### src/rtl/qptr_pkg.sv
package qptr_pkg;
  // Width of the size exponent field at the bottom of the base word
  localparam int LOG2_FIELD_W = 5;

  typedef struct packed {
    logic empty;
    logic full;
    logic incons;
  } qptr_flags_t;
endpackage

### src/rtl/qptr_cfg_decode.sv
module qptr_cfg_decode
  import qptr_pkg::*;
#(
  parameter int ADDR_W   = 48,
  parameter int PTR_W    = 20,
  parameter int MAX_LOG2 = 16
) (
  input  logic [ADDR_W-1:0] base_i,
  output logic [PTR_W-1:0]  idx_mask_o,
  output logic [PTR_W-1:0]  wrap_mask_o,
  output logic [ADDR_W-1:0] base_addr_o
);
  localparam int LW = $clog2(MAX_LOG2 + 1);

  logic [LOG2_FIELD_W-1:0] field;
  logic [LW-1:0]           log2_eff;

  assign field = base_i[LOG2_FIELD_W-1:0];

  // Sizes above the supported maximum are clamped
  always_comb begin
    if (field > LOG2_FIELD_W'(MAX_LOG2)) log2_eff = LW'(MAX_LOG2);
    else                                  log2_eff = LW'(field);
  end

  assign wrap_mask_o = PTR_W'(1) << log2_eff;
  assign idx_mask_o  = wrap_mask_o - PTR_W'(1);
  assign base_addr_o = {base_i[ADDR_W-1:LOG2_FIELD_W], {LOG2_FIELD_W{1'b0}}};
endmodule

### src/rtl/qptr_step.sv
module qptr_step #(
  parameter int PTR_W = 20
) (
  input  logic             rst,
  input  logic [PTR_W-1:0] ptr_i,
  input  logic [PTR_W-1:0] idx_mask_i,
  input  logic [PTR_W-1:0] wrap_mask_i,
  input  logic             inc_i,
  input  logic             wr_i,
  input  logic [PTR_W-1:0] wr_data_i,
  output logic [PTR_W-1:0] ptr_nxt_o
);
  logic [PTR_W-1:0] keep_hi, idx_next, wrap_cur, wrap_next, bumped;
  logic             rolls;

  assign keep_hi   = ptr_i & ~(idx_mask_i | wrap_mask_i);
  assign idx_next  = (ptr_i + PTR_W'(1)) & idx_mask_i;
  assign rolls     = (ptr_i & idx_mask_i) == idx_mask_i;
  assign wrap_cur  = ptr_i & wrap_mask_i;
  assign wrap_next = rolls ? (wrap_cur ^ wrap_mask_i) : wrap_cur;
  assign bumped    = keep_hi | wrap_next | idx_next;

  // Reset first, then software write, then hardware increment
  always_comb begin
    if (rst)        ptr_nxt_o = '0;
    else if (wr_i)  ptr_nxt_o = wr_data_i;
    else if (inc_i) ptr_nxt_o = bumped;
    else            ptr_nxt_o = ptr_i;
  end
endmodule

### src/rtl/qptr_view.sv
module qptr_view #(
  parameter int ADDR_W      = 48,
  parameter int PTR_W       = 20,
  parameter int MAX_LOG2    = 16,
  parameter int ENTRY_BYTES = 32
) (
  input  logic [PTR_W-1:0]    ptr_i,
  input  logic [PTR_W-1:0]    idx_mask_i,
  input  logic [PTR_W-1:0]    wrap_mask_i,
  input  logic [ADDR_W-1:0]   base_addr_i,
  output logic [MAX_LOG2-1:0] idx_o,
  output logic                wrap_o,
  output logic [ADDR_W-1:0]   addr_o
);
  logic [PTR_W-1:0] masked;

  assign masked = ptr_i & idx_mask_i;
  assign idx_o  = MAX_LOG2'(masked);
  assign wrap_o = |(ptr_i & wrap_mask_i);
  assign addr_o = base_addr_i + ADDR_W'(idx_o) * ADDR_W'(ENTRY_BYTES);
endmodule

### src/rtl/qptr_compare.sv
module qptr_compare
  import qptr_pkg::*;
#(
  parameter int PTR_W = 20
) (
  input  logic [PTR_W-1:0] prod_i,
  input  logic [PTR_W-1:0] cons_i,
  input  logic [PTR_W-1:0] idx_mask_i,
  input  logic [PTR_W-1:0] wrap_mask_i,
  output qptr_flags_t      flags_o
);
  logic [PTR_W-1:0] p_idx, c_idx;
  logic             p_lap, c_lap, same_idx, same_lap;

  assign p_idx    = prod_i & idx_mask_i;
  assign c_idx    = cons_i & idx_mask_i;
  assign p_lap    = |(prod_i & wrap_mask_i);
  assign c_lap    = |(cons_i & wrap_mask_i);
  assign same_idx = p_idx == c_idx;
  assign same_lap = p_lap == c_lap;

  assign flags_o.empty  = same_idx && same_lap;
  assign flags_o.full   = same_idx && !same_lap;
  assign flags_o.incons = ((p_idx > c_idx) && !same_lap) ||
                          ((p_idx < c_idx) && same_lap);
endmodule

### src/rtl/qptr_ring_unit.sv
module qptr_ring_unit
  import qptr_pkg::*;
#(
  parameter int ADDR_W      = 48,
  parameter int PTR_W       = 20,  // must exceed MAX_LOG2
  parameter int MAX_LOG2    = 16,
  parameter int ENTRY_BYTES = 32
) (
  input  logic                clk,
  input  logic                rst,
  input  logic [ADDR_W-1:0]   base_i,
  input  logic                prod_inc_i,
  input  logic                cons_inc_i,
  input  logic                prod_wr_i,
  input  logic [PTR_W-1:0]    prod_wr_data_i,
  input  logic                cons_wr_i,
  input  logic [PTR_W-1:0]    cons_wr_data_i,
  output logic [PTR_W-1:0]    prod_ptr_o,
  output logic [PTR_W-1:0]    cons_ptr_o,
  output logic [MAX_LOG2-1:0] prod_idx_o,
  output logic                prod_wrap_o,
  output logic [MAX_LOG2-1:0] cons_idx_o,
  output logic                cons_wrap_o,
  output logic [ADDR_W-1:0]   prod_addr_o,
  output logic [ADDR_W-1:0]   cons_addr_o,
  output logic                empty_o,
  output logic                full_o,
  output logic                inconsistent_o
);
  localparam int NSIDE = 2;  // side 0 = producer, side 1 = consumer

  logic [PTR_W-1:0]  idx_mask, wrap_mask;
  logic [ADDR_W-1:0] base_addr;

  logic [NSIDE-1:0]    inc_s, wr_s;
  logic [PTR_W-1:0]    wr_data_s [NSIDE];
  logic [PTR_W-1:0]    ptr_q     [NSIDE];
  logic [PTR_W-1:0]    ptr_nxt   [NSIDE];
  logic [MAX_LOG2-1:0] idx_nxt   [NSIDE];
  logic [MAX_LOG2-1:0] idx_q     [NSIDE];
  logic [NSIDE-1:0]    wrap_nxt, wrap_q;
  logic [ADDR_W-1:0]   addr_nxt  [NSIDE];
  logic [ADDR_W-1:0]   addr_q    [NSIDE];

  qptr_flags_t flags_nxt, flags_q;

  assign inc_s        = {cons_inc_i, prod_inc_i};
  assign wr_s         = {cons_wr_i, prod_wr_i};
  assign wr_data_s[0] = prod_wr_data_i;
  assign wr_data_s[1] = cons_wr_data_i;

  qptr_cfg_decode #(
    .ADDR_W(ADDR_W), .PTR_W(PTR_W), .MAX_LOG2(MAX_LOG2)
  ) u_dec (
    .base_i      (base_i),
    .idx_mask_o  (idx_mask),
    .wrap_mask_o (wrap_mask),
    .base_addr_o (base_addr)
  );

  for (genvar s = 0; s < NSIDE; s++) begin : g_side
    qptr_step #(.PTR_W(PTR_W)) u_step (
      .rst         (rst),
      .ptr_i       (ptr_q[s]),
      .idx_mask_i  (idx_mask),
      .wrap_mask_i (wrap_mask),
      .inc_i       (inc_s[s]),
      .wr_i        (wr_s[s]),
      .wr_data_i   (wr_data_s[s]),
      .ptr_nxt_o   (ptr_nxt[s])
    );

    // View of the next pointer so every output register agrees after the edge
    qptr_view #(
      .ADDR_W(ADDR_W), .PTR_W(PTR_W), .MAX_LOG2(MAX_LOG2), .ENTRY_BYTES(ENTRY_BYTES)
    ) u_view (
      .ptr_i       (ptr_nxt[s]),
      .idx_mask_i  (idx_mask),
      .wrap_mask_i (wrap_mask),
      .base_addr_i (base_addr),
      .idx_o       (idx_nxt[s]),
      .wrap_o      (wrap_nxt[s]),
      .addr_o      (addr_nxt[s])
    );

    always_ff @(posedge clk) begin
      ptr_q[s]  <= ptr_nxt[s];
      idx_q[s]  <= idx_nxt[s];
      wrap_q[s] <= wrap_nxt[s];
      addr_q[s] <= addr_nxt[s];
    end
  end

  qptr_compare #(.PTR_W(PTR_W)) u_cmp (
    .prod_i      (ptr_nxt[0]),
    .cons_i      (ptr_nxt[1]),
    .idx_mask_i  (idx_mask),
    .wrap_mask_i (wrap_mask),
    .flags_o     (flags_nxt)
  );

  always_ff @(posedge clk) begin
    flags_q <= flags_nxt;
  end

  assign prod_ptr_o     = ptr_q[0];
  assign cons_ptr_o     = ptr_q[1];
  assign prod_idx_o     = idx_q[0];
  assign cons_idx_o     = idx_q[1];
  assign prod_wrap_o    = wrap_q[0];
  assign cons_wrap_o    = wrap_q[1];
  assign prod_addr_o    = addr_q[0];
  assign cons_addr_o    = addr_q[1];
  assign empty_o        = flags_q.empty;
  assign full_o         = flags_q.full;
  assign inconsistent_o = flags_q.incons;
endmodule

### config.mk
export PLATFORM = sky130hd
export DESIGN_NAME = qptr_ring_unit
export DESIGN_NICKNAME = d
export VERILOG_FILES = /design/src/rtl/qptr_pkg.sv /design/src/rtl/qptr_cfg_decode.sv /design/src/rtl/qptr_step.sv /design/src/rtl/qptr_view.sv /design/src/rtl/qptr_compare.sv /design/src/rtl/qptr_ring_unit.sv
export SDC_FILE = /design/constraint.sdc
export NUM_CORES = 1
export LEC_CHECK = 0
export BUFFER_PORTS_ARGS = -buffer_cell sky130_fd_sc_hd__buf_2
export CAP_MARGIN = 20
export CORE_MARGIN = 2
export CORE_UTILIZATION = 50
export CTS_BUF_LIST = sky130_fd_sc_hd__clkbuf_16
export CTS_CLUSTER_DIAMETER = 80
export DETAILED_ROUTE_END_ITERATION = 16
export MAX_ROUTING_LAYER = met4
export PLACE_DENSITY_LB_ADDON = 0.2
export SYNTH_ARGS = -nofsm -noshare
export SYNTH_HDL_FRONTEND = slang
export SYNTH_SLANG_ARGS = --single-unit
### constraint.sdc
create_clock -name clk -period 11.5 [get_ports clk]
set_input_delay 0.575 -clock clk [delete_from_list [all_inputs] [get_ports clk]]
set_output_delay 0.575 -clock clk [all_outputs]
set_load 0.05 [all_outputs]
# Word level (Yosys, flattened, before mapping)
# Memories as Yosys holds them, arrays and structs flattened.
# Index checks and enable logic that the tools add are counted.
classes:
  add_sub_neg: 5
  magnitude_cmp: 3
  eq_ne: 4
  shifts: 1
  mux: 9
  bitwise_logic: 20
  reduce_logical: 8
op_table:
  columns: ["operator", "n"]
  rows:
  - ["AND 20 bit", 12]
  - ["two-way mux 20 bit", 8]
  - ["bitwise OR 20 bit", 5]
  - ["adder 48 x 21 -> 48 bit", 2]
  - ["== test 20 bit", 3]
  - ["adder 20 x 1 -> 20 bit, second input constant", 2]
  - ["OR reduction 20 bit", 2]
  - ["XOR 20 bit", 2]
  - ["> comparator 20 bit", 1]
  - ["< comparator 20 bit", 1]
  - ["inverter 20 bit", 1]
  - ["<< shifter 1 x 5 -> 20 bit, first input constant", 1]
  - ["subtractor 20 x 1 -> 20 bit, second input constant", 1]
  - ["> comparator 5 bit, second input constant", 1]
  - ["two-way mux 5 bit", 1]
  - ["logical AND 1 bit", 4]
  - ["== test 1 bit", 1]
  - ["logical NOT 1 bit", 1]
  - ["logical OR 1 bit", 1]
totals:
  reg_bits: 5
  ramBits: 168
  input_bits: 94
  output_inout_bits: 173
  elab_cells: 58
  mem_count: 3
mem_list:
  columns: ["memory", "words", "width", "rd", "rd_ports_with_merged_regs", "wr", "line", "rtl"]
  rows:
  - ["addr_q", 2, 48, 2, 0, 2, "qptr_ring_unit.sv:43", "logic [ADDR_W-1:0] addr_q [NSIDE];"]
  - ["ptr_q", 2, 20, 2, 0, 2, "qptr_ring_unit.sv:37", "logic [PTR_W-1:0] ptr_q [NSIDE];"]
  - ["idx_q", 2, 16, 2, 0, 2, "qptr_ring_unit.sv:40", "logic [MAX_LOG2-1:0] idx_q [NSIDE];"]

# Logic depth before layout (Yosys ltp)
# Gate-level depths: netlist (run 1).
depth:
  ltp_word: 18
  mapped_depth: 37
  depth_no_buf: 32

# Modules after synthesis
# From an unflattened synthesis (run 1), not the netlist that was laid out.
unflattened:
  hier_cells: 1457
  hier_area_um2: 11885.1
modules_own_cells:
  columns: ["mod", "instances", "cells_each", "area_each_um2", "seq_area_each_um2"]
  rows:
  - ["qptr_ring_unit", 1, 173, 3463.3, 3463.3]
  - ["qptr_step", 2, 281, 1670.4, 0.0]
  - ["qptr_view at g_side[1].u_view", 1, 235, 1687.9, 0.0]
  - ["qptr_view at g_side[0].u_view", 1, 230, 1676.6, 0.0]
  - ["qptr_compare", 1, 124, 883.3, 0.0]
  - ["qptr_cfg_decode", 1, 133, 833.3, 0.0]

# Least setup slack after synthesis (run 1)
# No wires, ideal clock.
synth_path:
  path_kind: "input to register"
  startpoint: "in base_i[4]"
  endpoint: "mem addr_q[1][27] (netlist: addr_q[0][75])"
  setup_ns: 0.128
  arrival_ns: 7.366
  slack_ns: 4.007
  cell_stages: 33
  n_path_buf: 4
  path_cell_list: "buf_6 -> clkbuf_1 -> nor2_1 -> nand2_1 -> nor2_1 -> inv_1 -> ha_1 -> o21ai_0 -> or3_1 -> ha_1 -> inv_1 -> o2111ai_1 -> nor4_1 -> nand3_1 -> buf_2 -> a21oi_1 -> xor2_1 -> o21a_1 -> and2_1 -> ha_1 -> fa_1 -> a21o_1 -> a21oi_1 -> o21ai_0 -> a21oi_1 -> nor2b_1 -> o21a_1 -> o31a_1 -> o211a_1 -> o31ai_1 -> clkbuf_1 -> a21oi_1 -> xor2_1"
synth_rtl:
  columns: ["item", "line", "rtl"]
  rows:
  - ["start: declaration", "qptr_ring_unit.sv:11", "input logic [ADDR_W-1:0] base_i,"]
  - ["end: declaration", "qptr_ring_unit.sv:43", null]

==> out/results.ini, run 1 <==
[cts]
cts-resized-gates=0
cts_inserted_buffers=17
postCtsSetupBuffers=0
insertion_delay_ps=450
clkSinkCount=163
tritoncts=done
clkTransAtPathRegs_ps=70
htreeDepth=4
clockBufferDepth=2
cts_hold_buf=0
clock-root-buffer=clkbuf_16

[critical_path]
worstPathRequired_ps=11820
crit_slowest_cell=o31ai_2
worstReg2RegEnd=addr_q[0][89]
arrival_ps=8510
path_common_cell=a21oi_1
worstPathMaxFanout=19
start_kind=primary input
r2r_setup_slack_ps=4740
endpoint=addr_q[0][89]
startpoint=base_i[4]
critPathMaxStageDelay_ps=910
reg2reg_from=ptr_q[0][31]
path_class=in -> reg
endpoint_kind=flip-flop
r2r_cells=22

[routing]
met1_length_um=16690
via_per_inst=5.933
wl_per_cell_um=20.78
wirelength_um=38700
drc=0
wl_met2_um=17510
drt-initial-drc-count=957
detail-route-antenna-nets=0
highest_layer=met4
num_vias=11050
first_pass_iters=5
wl_met3_um=3321

[cells_and_area]
layout_commonest_cell=buf_2
drive_gt1_share_pct=20.87
fin_area_um2=12770
syn2layout_area_growth_pct=18.59
nNetsFinal=1740
final_cell_mix=buf_2 (256), dfxtp_1 (163), nor2_1 (112)

[grt]
grt_pass1_wl_um=58240
grt-ovfl-total=0
grt_max_degree=51
antenna_found_initial=0
first_global_vias=10310
gr-usage-all-layers_pct=34.59

[sta]
finalHoldViolCount=0
worstMarginPinSlew_ps=1094
finClkSkew_ps=15.70
min_period_ps=8191
rsz0062_at_grt=false
fin_crit_sh_pct=71.22
finalMaxSlewViolations=0
holdWs_ps=353.4
timing.fmax_mhz=122.1
setup-violations-final=0
slew_headroom_pct=26.61
fin_setup_tns_ps=0

[yosys]
synth-edff-count=0
ys_seq_area_share_pct=30.31
yosys_warnings=0
synthesis.area_um2=10770
syn_inst=1354
synthArstFlopShare_pct=0
ys_top_cells_by_area=dfxtp_1 (30%), ha_1 (8.3%), xnor2_1 (5.5%), a21oi_1 (4.4%), nor2_1 (3.9%)
yosysUniqueCellTypes=83
avgSynthCellArea_um2=7.952
ys.flop_type=dfxtp_1
synth-seq-cells=163
synth_top_area_cell=dfxtp_1
synth.top_cell.area_share_pct=30.31

[min_path]
hold_path_class=in -> reg

[placement]
io_buffers=256
gp_congestion=1.005
hpwlAfterDp_um=30320
place_area_um2=12140

[die]
start_util_pct=51.06
core_area_um2=21090
dieWidth_um=150.7
chipHeight_um=150.7
dieArea_um2=22720
rows=53
ios=267

[pwr]
pwr_density_cell_nw_per_um2=144.9
ir_drop_mv=0.09553
p_leak_nw=5.910

[outcome]
status=complete, no violations

[job]
max_cap_violations=0

-- worst min path at each step --
stage,start,endpoint,slack (ps),depth (start not counted)
floorplan,base_i[22],addr_q[0][22],670,1
global placement,ptr_q[0][18],ptr_q[0][18],580,2
detailed placement,ptr_q[0][18],ptr_q[0][18],600,2
CTS,base_i[47],addr_q[0][95],350,2
global route,base_i[47],addr_q[0][95],350,2
finish,base_i[47],addr_q[0][95],350,2
-- logic make-up (layout without fill, tap and decap cells) --
kind of cell,Yosys count,count (layout),synth area share (%)
other,2,16,0.06975
and+or+nand+nor,489,489,23.60
AOI/OAI and AO/OA,325,325,19.87
buffers and inverters,174,393,6.833
muxes,17,17,1.662
adders and majority gates,73,73,8.623
DFF,163,163,30.31
xor gates and xnor gates,111,111,9.030
-- registers in the layout, summed over array words and instances, names as in the netlist --
signal	cells
ptr_q	40
prod_wrap_o	1
cons_wrap_o	1
inconsistent_o	1
full_o	1
idx_q	32
empty_o	1
addr_q	86
-- synth_stat cells (7+ instances only) --
| cell | instances |
|---|---|
| a21oi_1 | 94 |
| nand2b_1 | 25 |
| clkbuf_1 | 52 |
| and2_1 | 19 |
| a21o_1 | 21 |
| buf_4 | 12 |
| o211ai_1 | 9 |
| xor2_1 | 44 |
| dfxtp_1 | 163 |
| nor4_1 | 12 |
| o21a_1 | 15 |
| nand2_1 | 90 |
| and4_1 | 10 |
| nand3_1 | 51 |
| nor3_1 | 33 |
| a221oi_1 | 7 |
| mux2i_1 | 10 |
| a31oi_1 | 16 |
| o21ai_0 | 72 |
| ha_1 | 71 |
| or3_1 | 12 |
| nor2_1 | 112 |
| nor2b_1 | 40 |
| xnor2_1 | 67 |
| a221o_1 | 8 |
| inv_1 | 94 |
| nand4_1 | 32 |
| and3_1 | 18 |
| o21bai_1 | 8 |
| o2111ai_1 | 7 |
-- worst max-delay path, delay by kind of cell --
family                     cells  cell delay, ps
and+or+nand+nor                8            2120
buffers and inverters          4             910
xor gates and xnor gates       2             280
AOI/OAI and AO/OA             13            3320
adders and majority gates      4            1250
-- area by class of cell --
type	instances	area, µm²
Multi-Input combinational cell	1030	6822
Timing Repair Buffer	266	1356
Antenna cell	1	2.502
Tap cell	275	344.1
Clock buffer	17	425.4
Sequential cell	163	3263
Fill cell	1947	8319
Inverter	95	356.6
Clock inverter	15	198.9
-- power breakdown --
group | leakage, nW | total [mW] | switching, mW | internal, mW
clock | 0.300 | 0.593 | 0.295 | 0.298
sequential | 1.36 | 0.665 | 0.0424 | 0.623
combinational | 4.25 | 0.592 | 0.428 | 0.164
total | 5.91 | 1.85 | 0.765 | 1.08
-- per-layer routing --
layer  vias up  GRT usage (%)
met1      5164          46.76
met2       589          53.55
li1       5212              -
met5         -              -
met4         0          11.45
met3        83          4.576
-- through the flow --
stage	setup WS [ps]	util [%]	std cells	power (mW)
finish	3309	60.55	1862	1.850
global route	2808	60.54	1861	1.923
CTS	3466	60.54	1861	1.844
detailed placement	3045	57.58	1829	1.258
global placement	3168	57.58	1829	1.252
floorplan	4007	-	1367	1.102
(Power assumes the default switching activity.)
==> run 2: changes to the inputs <==
--- a/config.mk
+++ b/config.mk
@@ -5,6 +5,7 @@
 export SDC_FILE = /design/constraint.sdc
 export NUM_CORES = 1
 export LEC_CHECK = 0
+export ABC_AREA = 1
 export BUFFER_PORTS_ARGS = -buffer_cell sky130_fd_sc_hd__buf_2
 export CAP_MARGIN = 20
 export CORE_MARGIN = 2
==> constraint.sdc (replaced) <==
create_clock -name clk -period 6.7 [get_ports clk]
set_input_delay 0.335 -clock clk [delete_from_list [all_inputs] [get_ports clk]]
set_output_delay 0.335 -clock clk [all_outputs]
set_load 0.05 [all_outputs]
==> run 2 against run 1 <==
Against the previous run:
- via count increased by 13%
- clock power increased by 75%
- final cell count increased by 23%
- first-iteration DRC count increased by 20%
- register-to-register slack got worse by 2900 ps
- combinational power increased by 91%
- power increased by 79%
- largest power group unchanged
==> out/results.ini, run 2 <==
[sta]
worstMarginPinSlew_ps=882.9  ; was 1094 ps
finalMaxSlewViolations=0  ; unchanged
finalHoldViolCount=0  ; unchanged
setup-violations-final=0  ; unchanged
slew_headroom_pct=41.08  ; was 26.61%
rsz0062_at_grt=false  ; unchanged
fin_crit_sh_pct=91.05
finClkSkew_ps=22.69  ; was 15.70 ps
setup_slack_ps=599.3  ; was 3309 ps
holdWs_ps=96.39  ; was 353.4 ps
min_period_ps=6101
fin_setup_tns_ps=0  ; unchanged
timing.fmax_mhz=163.9

[yosys]
ys.flop_type=dfxtp_1  ; unchanged
synth_common_cells=nand2_1 (391), nor2_1 (229), inv_1 (227)  ; was dfxtp_1 (163), nor2_1 (112), a21oi_1 (94), inv_1 (94), nand2_1 (90)
ys_seq_area_share_pct=28.87  ; was 30.31%
ys_top_cells_by_area=dfxtp_1 (29%), nand2_1 (13%), ha_1 (7.9%), nor2_1 (7.6%), inv_1 (7.5%)  ; was dfxtp_1 (30%), ha_1 (8.3%), xnor2_1 (5.5%), a21oi_1 (4.4%), nor2_1 (3.9%)
synthesis.area_um2=11300  ; was 10770 µm²
synth_top_area_cell=dfxtp_1  ; unchanged
yosysUniqueCellTypes=62  ; was 83
synthArstFlopShare_pct=0  ; unchanged
synth-seq-cells=163  ; unchanged
syn_inst=1716  ; was 1354
synth-edff-count=0  ; unchanged
avgSynthCellArea_um2=6.587  ; was 7.952 µm²
synth_most_common_cell=nand2_1  ; was dfxtp_1
yosys_warnings=0  ; unchanged
synth.top_cell.area_share_pct=28.87  ; was 30.31%

[cells_and_area]
diodes=0  ; was 1
reg_top3=addr_q (86), ptr_q (40), idx_q (32)  ; unchanged
fin_area_um2=13650  ; was 12770 µm²
top_register=addr_q  ; unchanged
syn2layout_area_growth_pct=20.78  ; was 18.59%
layout_commonest_cell=nand2_1  ; was buf_2
largest_reg_flops=86  ; unchanged
nNetsFinal=2166  ; was 1740
final_cell_mix=nand2_1 (391), buf_2 (256), nor2_1 (229)  ; was buf_2 (256), dfxtp_1 (163), nor2_1 (112)
drive_gt1_share_pct=20.03  ; was 20.87%

[pwr]
p_int_mw=1.927  ; was 1.085 mW
pwr_density_cell_nw_per_um2=242.9  ; was 144.9 nW/µm²
power.switching_mw=1.389  ; was 765.3 µW
switching_share_pct=41.88  ; was 41.36%
total_power_mw=3.316  ; was 1.850 mW
p_seq_share_pct=34.7  ; was 36.0%
p_comb_share_pct=34.0  ; was 32.0%
p_leak_nw=7.220  ; was 5.910 nW
ir_drop_mv=0.2290  ; was 0.09553 mV
pwr-share-clk_pct=31.4  ; was 32.1%

[grt]
grt-ovfl-total=0  ; unchanged
grtUsageMet1_pct=45.90  ; was 46.76%
grt_max_degree=43  ; was 51
antenna_found_initial=0  ; unchanged
met2_usage_pct=61.97  ; was 53.55%
use_met3_pct=4.959  ; was 4.576%
grt_busiest_layer=met2  ; unchanged
gr-usage-all-layers_pct=37.40  ; was 34.59%
first_global_vias=11820  ; was 10310
grt_pass1_wl_um=66410  ; was 58240 µm

[die]
rows=55  ; was 53
dieArea_um2=23830  ; was 22720 µm²
ios=267  ; unchanged
chipHeight_um=154.4  ; was 150.7 µm
start_util_pct=50.38  ; was 51.06%
dieWidth_um=154.4  ; was 150.7 µm
core_area_um2=22430  ; was 21090 µm²

[outcome]
status=complete, no violations  ; unchanged

[cts]
clkTransAtPathRegs_ps=80  ; was 70 ps
cts_inserted_buffers=17  ; unchanged
cts_hold_buf=0  ; unchanged
clockBufferDepth=2  ; unchanged
htreeDepth=4  ; unchanged
tritoncts=done  ; unchanged
cts-resized-gates=0  ; unchanged
insertion_delay_ps=450  ; about the same
clock-root-buffer=clkbuf_16  ; unchanged
clkSinkCount=163  ; unchanged
postCtsSetupBuffers=0  ; unchanged

[critical_path]
start_kind=primary input  ; unchanged
endpoint_kind=flip-flop  ; unchanged
critPathMaxStageDelay_ps=370  ; was 910 ps
worstPathMaxFanout=12  ; was 19
crit_slowest_cell=ha_1  ; was o31ai_2
arrival_ps=6460  ; was 8510 ps
worstPathRequired_ps=7060  ; was 11820 ps
path_class=in -> reg  ; unchanged

[routing]
detail-route-antenna-nets=0  ; unchanged
wirelength_um=44000  ; was 38700 µm
drc=0  ; unchanged
via_per_inst=5.453  ; was 5.933
num_vias=12530  ; was 11050
wl_per_cell_um=19.15  ; was 20.78 µm
drt-initial-drc-count=1146  ; was 957
first_pass_iters=5  ; unchanged

[placement]
dp_slack_ps=369.0  ; was 3045 ps
io_buffers=256  ; unchanged
gp_congestion=1.031  ; was 1.005
hpwlAfterDp_um=35550  ; was 30320 µm
place_area_um2=13050  ; was 12140 µm²

[job]
max_cap_violations=0  ; unchanged

[min_path]
hold_path_class=in -> reg  ; unchanged

[run 2: changes by cell type after synthesis, sizes merged, moves of 40 or more]
cell   before  now
nand2      95  409
nand3      55  176
xnor2      67   10
inv        94  243
nor2      112  237
nor2b      40    0
[run 2: final timing paths]
| kind | from | to | slack, ps | depth (start not counted) |
|---|---|---|---|---|
| setup / recovery | base_i[4] | addr_q[0][87] | 600 | 42 |
| hold / removal | base_i[40] | addr_q[0][40] | 100 | 3 |
| setup reg to reg | ptr_q[0][31] | addr_q[0][87] | 1890 | 29 |
| hold reg to reg | ptr_q[0][39] | ptr_q[0][39] | 600 | 2 |
[run 2: critical path: cells and delay by family]
kind / cells / cell delay (ps)
compound gates: 4 / 640
simple gates: 25 / 3200
fa+ha+maj: 2 / 680
buf+inv: 10 / 1450
xor+xnor: 1 / 160
[run 2: per-layer routing]
| layer | part of all wire (%) | wire length [µm] |
|---|---|---|
| met1 | 41 | 17970 |
| met2 | 47 | 20810 |
| met3 | 7.5 | 3293 |
| met4 | 4.4 | 1921 |
| met5 | 0 | 0 |
[run 2: cells by family after synthesis]
kind of cell    count (synthesis)  synth area share, %
compound gates                171                8.667
xor+xnor                       83                6.431
fa+ha+maj                      73                8.213
buf+inv                       302                11.06
flops                         163                28.87
other cells                     2              0.06644
simple gates                  922                36.69
[run 2: stage by stage]
step / instances / utilization, %
floorplan: 1729 / -
global placement: 2265 / 58.19
detailed placement: 2265 / 58.19
CTS: 2297 / 60.85
global route: 2297 / 60.85
finish: 2297 / 60.85
[run 2: power groups by stage]
stage                     Clock [mW]  Sequential, mW  Combinational, mW
final                           1.04            1.15               1.13
after global routing            1.08            1.16               1.20
after CTS                       1.04            1.15               1.11
after detailed placement           0            1.17               1.11
after global placement             0            1.17               1.10
after floorplan                    0            1.49              0.452
[run 2: final cells by class]
type | count | area (µm²)
Clock buffer | 17 | 425.4
Clock inverter | 15 | 172.7
Fill cell | 2181 | 8782
Inverter | 245 | 922.1
Multi-Input combinational cell | 1264 | 6840
Sequential cell | 163 | 3263
Tap cell | 285 | 356.6
Timing Repair Buffer | 308 | 1672
